## config.mk

```make
export PLATFORM = sky130hd
export DESIGN_NAME = dly_tap_pulse_gen
export DESIGN_NICKNAME = d
export VERILOG_FILES = /design/src/rtl/dly_pkg.sv /design/src/rtl/dly_stage.sv /design/src/rtl/dly_chain.sv /design/src/rtl/dly_tap_sel.sv /design/src/rtl/dly_pulse.sv /design/src/rtl/dly_tap_pulse_gen.sv
export SDC_FILE = /design/constraint.sdc
export NUM_CORES = 1
export LEC_CHECK = 0
export BUFFER_PORTS_ARGS = -buffer_cell sky130_fd_sc_hd__clkbuf_2
export CAP_MARGIN = 15
export CORE_AREA = 2 2 39 41
export CTS_CLUSTER_DIAMETER = 30
export DETAILED_ROUTE_END_ITERATION = 7
export DIE_AREA = 0 0 41 43
export GPL_ROUTABILITY_DRIVEN = 0
export GPL_TIMING_DRIVEN = 0
export SYNTH_ARGS = -nofsm -noshare
export SYNTH_HDL_FRONTEND = slang
export SYNTH_HIERARCHICAL = 1
export SYNTH_SLANG_ARGS = --single-unit
```

## constraint.sdc

```tcl
create_clock -name clk -period 0.89 [get_ports clk]
set_clock_uncertainty 0.1 [all_clocks]
set_input_delay 0.178 -clock clk [delete_from_list [all_inputs] [get_ports clk]]
set_output_delay 0.178 -clock clk [all_outputs]
set_load 0.005 [all_outputs]
```

## src/rtl/dly_pkg.sv

```systemverilog
package dly_pkg;

    // width of one entry in a packed tap list
    localparam int unsigned TAP_W = 8;

    // three combiner outputs grouped together
    typedef struct packed {
        logic p1_n;
        logic p2_n;
        logic p3_n;
    } pulse_t;

    // number of tap outputs for a given list length (0 means "no list")
    function automatic int unsigned tap_count(int unsigned num_taps);
        return (num_taps == 0) ? 1 : num_taps;
    endfunction

    // map a list entry onto a stage number; 0 stands for the last stage
    function automatic int unsigned resolve_tap(int unsigned idx, int unsigned num_stages);
        return (idx == 0) ? num_stages : idx;
    endfunction

    // reset level of stage n: settled value for a low input
    function automatic logic stage_rst_level(int unsigned n);
        return (n % 2) == 1;
    endfunction

endpackage

```

## src/rtl/dly_stage.sv

```systemverilog
module dly_stage #(
    parameter logic RST_VAL = 1'b1
) (
    input  logic clk,
    input  logic rst,
    input  logic d_i,
    output logic q_o
);

    // one inverting element of the line
    always_ff @(posedge clk) begin
        if (rst) q_o <= RST_VAL;
        else     q_o <= ~d_i;
    end

    AST_STAGE_RESET_LEVEL: assert property (@(posedge clk) rst |=> (q_o == RST_VAL));

endmodule

```

## src/rtl/dly_chain.sv

```systemverilog
module dly_chain #(
    parameter int unsigned NUM_STAGES = 15
) (
    input  logic                  clk,
    input  logic                  rst,
    input  logic                  din_i,
    output logic [NUM_STAGES:1]   stg_o
);
    import dly_pkg::*;

    for (genvar n = 1; n <= NUM_STAGES; n++) begin : g_stg
        if (n == 1) begin : g_head
            dly_stage #(.RST_VAL(stage_rst_level(n))) u_stage (
                .clk (clk),
                .rst (rst),
                .d_i (din_i),
                .q_o (stg_o[n])
            );
        end else begin : g_body
            dly_stage #(.RST_VAL(stage_rst_level(n))) u_stage (
                .clk (clk),
                .rst (rst),
                .d_i (stg_o[n-1]),
                .q_o (stg_o[n])
            );
            AST_CHAIN_STEP: assert property (@(posedge clk) disable iff (rst)
                !$past(rst) |-> (stg_o[n] == ~$past(stg_o[n-1])));
        end
    end

    AST_HEAD_INVERTS: assert property (@(posedge clk) disable iff (rst)
        !$past(rst) |-> (stg_o[1] == ~$past(din_i)));

endmodule

```

## src/rtl/dly_tap_sel.sv

```systemverilog
module dly_tap_sel #(
    parameter int unsigned NUM_STAGES = 15,
    parameter int unsigned NUM_TAPS   = 5,
    parameter logic [dly_pkg::TAP_W*dly_pkg::tap_count(NUM_TAPS)-1:0] TAP_LIST = '0
) (
    input  logic [NUM_STAGES:1]                        stg_i,
    output logic [dly_pkg::tap_count(NUM_TAPS)-1:0]    tap_o
);
    import dly_pkg::*;

    localparam int unsigned N_OUT = tap_count(NUM_TAPS);

    if (NUM_TAPS == 0) begin : g_default
        // no list: a single output at the far end of the line
        assign tap_o[0] = stg_i[NUM_STAGES];
    end else begin : g_list
        for (genvar i = 0; i < N_OUT; i++) begin : g_tap
            localparam int unsigned SEL = resolve_tap(int'(TAP_LIST[TAP_W*i +: TAP_W]), NUM_STAGES);
            if (SEL < 1 || SEL > NUM_STAGES) begin : g_bad
                $error("tap list entry %0d selects stage %0d outside 1..%0d", i, SEL, NUM_STAGES);
            end else begin : g_ok
                assign tap_o[i] = stg_i[SEL];
            end
        end
    end

endmodule

```

## src/rtl/dly_pulse.sv

```systemverilog
module dly_pulse (
    input  logic early_i,
    input  logic late_i,
    output logic pulse_n_o
);

    // low only while the early signal is high and the late tap is still low
    always_comb pulse_n_o = ~(early_i & ~late_i);

endmodule

```

## src/rtl/dly_tap_pulse_gen.sv

```systemverilog
module dly_tap_pulse_gen #(
    parameter int unsigned NUM_STAGES = 15,
    parameter int unsigned FANOUT     = 2,
    parameter int unsigned NUM_TAPS   = 5,
    parameter logic [dly_pkg::TAP_W*dly_pkg::tap_count(NUM_TAPS)-1:0] TAP_LIST =
        {8'd15, 8'd14, 8'd7, 8'd6, 8'd1},
    parameter int unsigned P1_EARLY   = 1,
    parameter int unsigned P1_LATE    = 6,
    parameter int unsigned P2_LATE    = 7,
    parameter int unsigned P3_EARLY   = 6,
    parameter int unsigned P3_LATE    = 14
) (
    input  logic                                      clk,
    input  logic                                      rst,
    input  logic                                      din_i,
    input  logic                                      gclk_i,
    output logic [dly_pkg::tap_count(NUM_TAPS)-1:0]   tap_o,
    output logic                                      pulse1_n_o,
    output logic                                      pulse2_n_o,
    output logic                                      pulse3_n_o
);
    import dly_pkg::*;

    localparam int unsigned MAX_TAP = NUM_STAGES;

    // ---------------- elaboration-time configuration checks ----------------
    if ((NUM_STAGES % 2) == 0) begin : g_err_even
        $error("stage count %0d is even; the line must invert overall", NUM_STAGES);
    end
    if (FANOUT < 2) begin : g_err_fanout
        $error("per-stage fanout %0d is below 2", FANOUT);
    end
    if (P1_EARLY < 1 || P1_EARLY > MAX_TAP || P1_LATE < 1 || P1_LATE > MAX_TAP ||
        P2_LATE  < 1 || P2_LATE  > MAX_TAP ||
        P3_EARLY < 1 || P3_EARLY > MAX_TAP || P3_LATE < 1 || P3_LATE > MAX_TAP) begin : g_err_ptap
        $error("a combiner tap lies outside 1..%0d", MAX_TAP);
    end

    // ---------------- stage pipeline ----------------
    logic [NUM_STAGES:1] stg;

    dly_chain #(.NUM_STAGES(NUM_STAGES)) u_chain (
        .clk   (clk),
        .rst   (rst),
        .din_i (din_i),
        .stg_o (stg)
    );

    // ---------------- exposed taps ----------------
    dly_tap_sel #(
        .NUM_STAGES (NUM_STAGES),
        .NUM_TAPS   (NUM_TAPS),
        .TAP_LIST   (TAP_LIST)
    ) u_taps (
        .stg_i (stg),
        .tap_o (tap_o)
    );

    // ---------------- pulse combiners ----------------
    pulse_t pls;

    dly_pulse u_pulse1 (
        .early_i   (stg[P1_EARLY]),
        .late_i    (stg[P1_LATE]),
        .pulse_n_o (pls.p1_n)
    );

    dly_pulse u_pulse2 (
        .early_i   (gclk_i),
        .late_i    (stg[P2_LATE]),
        .pulse_n_o (pls.p2_n)
    );

    dly_pulse u_pulse3 (
        .early_i   (stg[P3_EARLY]),
        .late_i    (stg[P3_LATE]),
        .pulse_n_o (pls.p3_n)
    );

    assign pulse1_n_o = pls.p1_n;
    assign pulse2_n_o = pls.p2_n;
    assign pulse3_n_o = pls.p3_n;

    // pulse 3 needs its early tap high, which blocks pulse 1 when they share that tap
    if (P1_LATE == P3_EARLY) begin : g_excl
        AST_PULSE_EXCLUSIVE: assert property (@(posedge clk) disable iff (rst)
            !pulse3_n_o |-> pulse1_n_o);
    end

endmodule

```

Yosys cells after proc, flatten, opt, wreduce, memory -nomap -nowiden. Cells that the tools add are included. W data, S select, Z words.

Bitwise logic cells: 21.

Operators with widths (count): $not A1 Y1 (18); $and A1 B1 Y1 (3).

Logic and storage cells: 36. Input port bits: 4. Bits in registers: 15.

Depth between registers and ports, before layout.
Word-level depth: 3. Mapped depth: 1. Depth with buffers taken out: 1.

By module. The synthesis kept the hierarchy.

Modules (own cells, without submodules): dly_stage at u_chain.g_stg[11].g_body.u_stage ... (sequential area each 20.0 um2, area an instance 26.3 um2, instances 8, cells an instance 2); dly_stage at u_chain.g_stg[10].g_body.u_stage ... (sequential area each 20.0 um2, area an instance 23.8 um2, instances 7, cells an instance 2); dly_tap_sel (sequential area each 0.0 um2, area an instance 37.5 um2, instances 1, cells an instance 5); dly_pulse (sequential area each 0.0 um2, area an instance 6.3 um2, instances 3, cells an instance 1).

Least setup slack after synthesis. OpenSTA, ideal clock, no wires.

Path type: flip-flop to output port. Start point: reg u_chain.g_stg[6].g_body.u_stage.q_o. End point: out pulse1_n_o. Slack: 0.163 ns. Cell stages (with the launch flop): 2. Arrival: 0.449 ns. Buffers on the path: 0. Cell sequence: dfxtp_1 > nand2b_1.

Word-level cells in the longest chain between the ends: 3.

RTL lines: start, declared (RTL line dly_stage.sv:7) `output logic q_o`; start signal, assigned (RTL line dly_stage.sv:13) `else q_o <= ~d_i;`; $not A1 Y1 (RTL line dly_pulse.sv:8) `always_comb pulse_n_o = ~(early_i & ~late_i);`; $and A1 B1 Y1 (RTL line dly_pulse.sv:8); $not A1 Y1 (RTL line dly_pulse.sv:8); end, declared (RTL line dly_tap_pulse_gen.sv:18) `output logic pulse1_n_o,`.

No other way between the ends.

Final worst setup path. Ends and elaborated chain as after synthesis.

==> impl_metrics.ini <==
[synthesis]
syn-instance-count = 38
synth_top_area_share = 0.694
synth_cell_types = 4
synth_top_family_by_area = simple AND/OR/NAND/NOR gates
synth-seq-area-share = 0.694
yosysTopAreaCell = dfxtp_1
synth_seq_cells = 15
yosysWarnings = 6
synth_mux_area_frac = 0
syn_area_um2 = 433
synth_nets = 42
yosys.area_share.simple = 0.220
synth_compound_area_frac = 0
synthXorXnorAreaFrac = 0
ys_top_cells_by_area = dfxtp_1 (69%), nand2b_1 (16%), buf_4 (8.7%), nor2_1 (6.1%)
synth_fa_ha_area_frac = 0
syn_area_per_cell_um2 = 11.4

[global_routing]
grt_pass1_wl_um = 910
grt.total_usage = 0.0843
grt_pass1_vias = 227
antenna_found_initial = 0
grt_max_degree = 16
grt_overflow = 0

[clock_tree]
worstSkewPairLatency_ns = 0.27
cts_setup_buffers = 0
clock_sinks = 15
cts_tree = done
clk_path_buf_depth = 2
cts_max_level = 1
cts_buffers = 3
cts.clk_slew.worst_paths_ns = 0.08
clk_root_buffer_cell = clkbuf_4

[setup_path]
criticalPathCategory = register to primary output
crit_required_ns = 0.61
rr_worst_depth = 1
path_max_fanout = 4
cp-end-kind = primary output
start_kind = register
cp.arrival_ns = 0.87

[power_and_ir_drop]
p_comb_frac = 0.040
switching_share = 0.194
seqPwrFrac = 0.626
switching_power_w = 0.000211
vdd_drop_max_uv = 1310
p_total_w = 0.00109
p_int_w = 0.000878
share_clk_of_total_power = 0.334
p_leak_nw = 0.248
cellPowerDensity_nw_per_um2 = 1880

[floorplanning]
dieWidth_um = 41
core_area_um2 = 1380
die_h_um = 43
io_pins = 12
dieArea_um2 = 1760
rows = 14
start_util = 0.313

[layout]
areaGrowthSynthToFinish_pct = 33.5
fin_cells = 69
fin_nets = 58
regArea_um2 = 309
multi_input_area_um2 = 110
num_antenna_cells = 0
drive_above_1_share = 0.472
fillers = 140

[sta]
rsz0062_at_grt = true
tns_ns = -1.64
whs_ns = 0.105
setup_viol = 8
period_share = 1.29
fmax_mhz = 872
fin_crit_ns = 1.15
worstMarginPinSlew_ns = 0.221
hold_viol_final = 0
relSlewSlack = 0.853
slew_viol_final = 0
final.setup.worst_slack_ns = -0.257

[placed_design]
placed_cells = 65
numPortBuffers = 11
post-place-ws_ns = 0.0232

[drt]
drc = 0
wl_per_cell_um = 8.61
routed_via_density = 4.03
dr_total_vias = 278
finalWirelength_um = 594
drt_first_pass_iters = 2
detail-route-antenna-nets = 0
drtIter0Drc = 5

[hold_path]
hold_depth = 2
hold_path.class = primary input to register

[status]
violations = negative setup slack
status = complete, but fails checks

[flow_run]
cap_viol_max_count = 0
## Yosys cell counts
master and count:
buf_4 5, dfxtp_1 15, nor2_1 7, nand2b_1 11
## power groups by stage
stage | sequential, W | combinational, W | clock [W]
after CTS | 0.000682 | 0.0000393 | 0.000386
after floorplan | 0.000696 | 0.0000141 | 0
after global routing | 0.000683 | 0.0000486 | 0.000425
after global placement | 0.000697 | 0.0000327 | 0
final | 0.000681 | 0.0000440 | 0.000363
after detailed placement | 0.000697 | 0.0000329 | 0
## cells by family (layout without fill, tap and decap cells)
| family | Yosys count | after routing |
|---|---|---|
| buffers and inverters | 5 | 20 |
| AND/OR/NAND/NOR | 18 | 18 |
| flip-flops | 15 | 15 |
## final timing paths
path | from | end | slack (ns)
setup / recovery | u_chain/g_stg[6].g_body.u_stage/q_o | pulse1_n_o | -0.26
hold / removal | rst | u_chain/g_stg[6].g_body.u_stage/q_o | 0.11
setup reg to reg | u_chain/g_stg[6].g_body.u_stage/q_o | u_chain/g_stg[7].g_body.u_stage/q_o | 0.26
hold reg to reg | u_chain/g_stg[5].g_body.u_stage/q_o | u_chain/g_stg[6].g_body.u_stage/q_o | 0.28
## metrics by stage
| stage | area (um2) | utilization |
|---|---|---|
| after floorplan | 433 | - |
| after global placement | 508 | 0.367 |
| after detailed placement | 508 | 0.367 |
| after CTS | 561 | 0.405 |
| after global routing | 578 | 0.418 |
| final | 578 | 0.418 |
## critical path, stage by stage (launching register included)
cell	delay, ns
dfxtp_2	0.35
nand2b_4	0.14
buf_6	0.11
## final cells by class
class,count,area share
clock buffer,4,0.0455
buffer,4,0.0714
timing repair buffer,12,0.123
sequential,15,0.535
multi-input combinational,18,0.190
tap,16,0.0346
## sequential cells by signal, summed over array words and instances, names as in the netlist
| signal | cells |
|---|---|
| u_chain/g_stg.g_body.u_stage/q_o | 14 |
| u_chain/g_stg.g_head.u_stage/q_o | 1 |
## per-layer routing
metal,routed length [um],up-vias,track usage,part of all wire
li1,-,139,-,-
met1,212,128,0.0903,0.36
met2,327,9,0.109,0.55
met3,49,2,0.0785,0.082
met4,6,0,0.0400,0.010
met5,0,-,0,0
## cells in the final DEF, fill, tap and decap left out
cell and n:
clkbuf_2 10, dfxtp_1 10, nand2b_1 9, nor2_1 7, buf_6 4, dfxtp_2 4
clkbuf_4 3, nand2b_4 2, clkbuf_1 1, dlygate4sd3_1 1, dfxtp_4 1, buf_4 1
## what timing repair did
item / 4_1_cts / 5_1_grt
endpoints found under the hold margin: 1 / 0
resized for setup: 8 / 5
pin swaps: 0 / 0
hold buffers: 1 / 0
setup endpoints to repair: 8 / 8
Note: power is estimated with default switching activity, not from simulation.
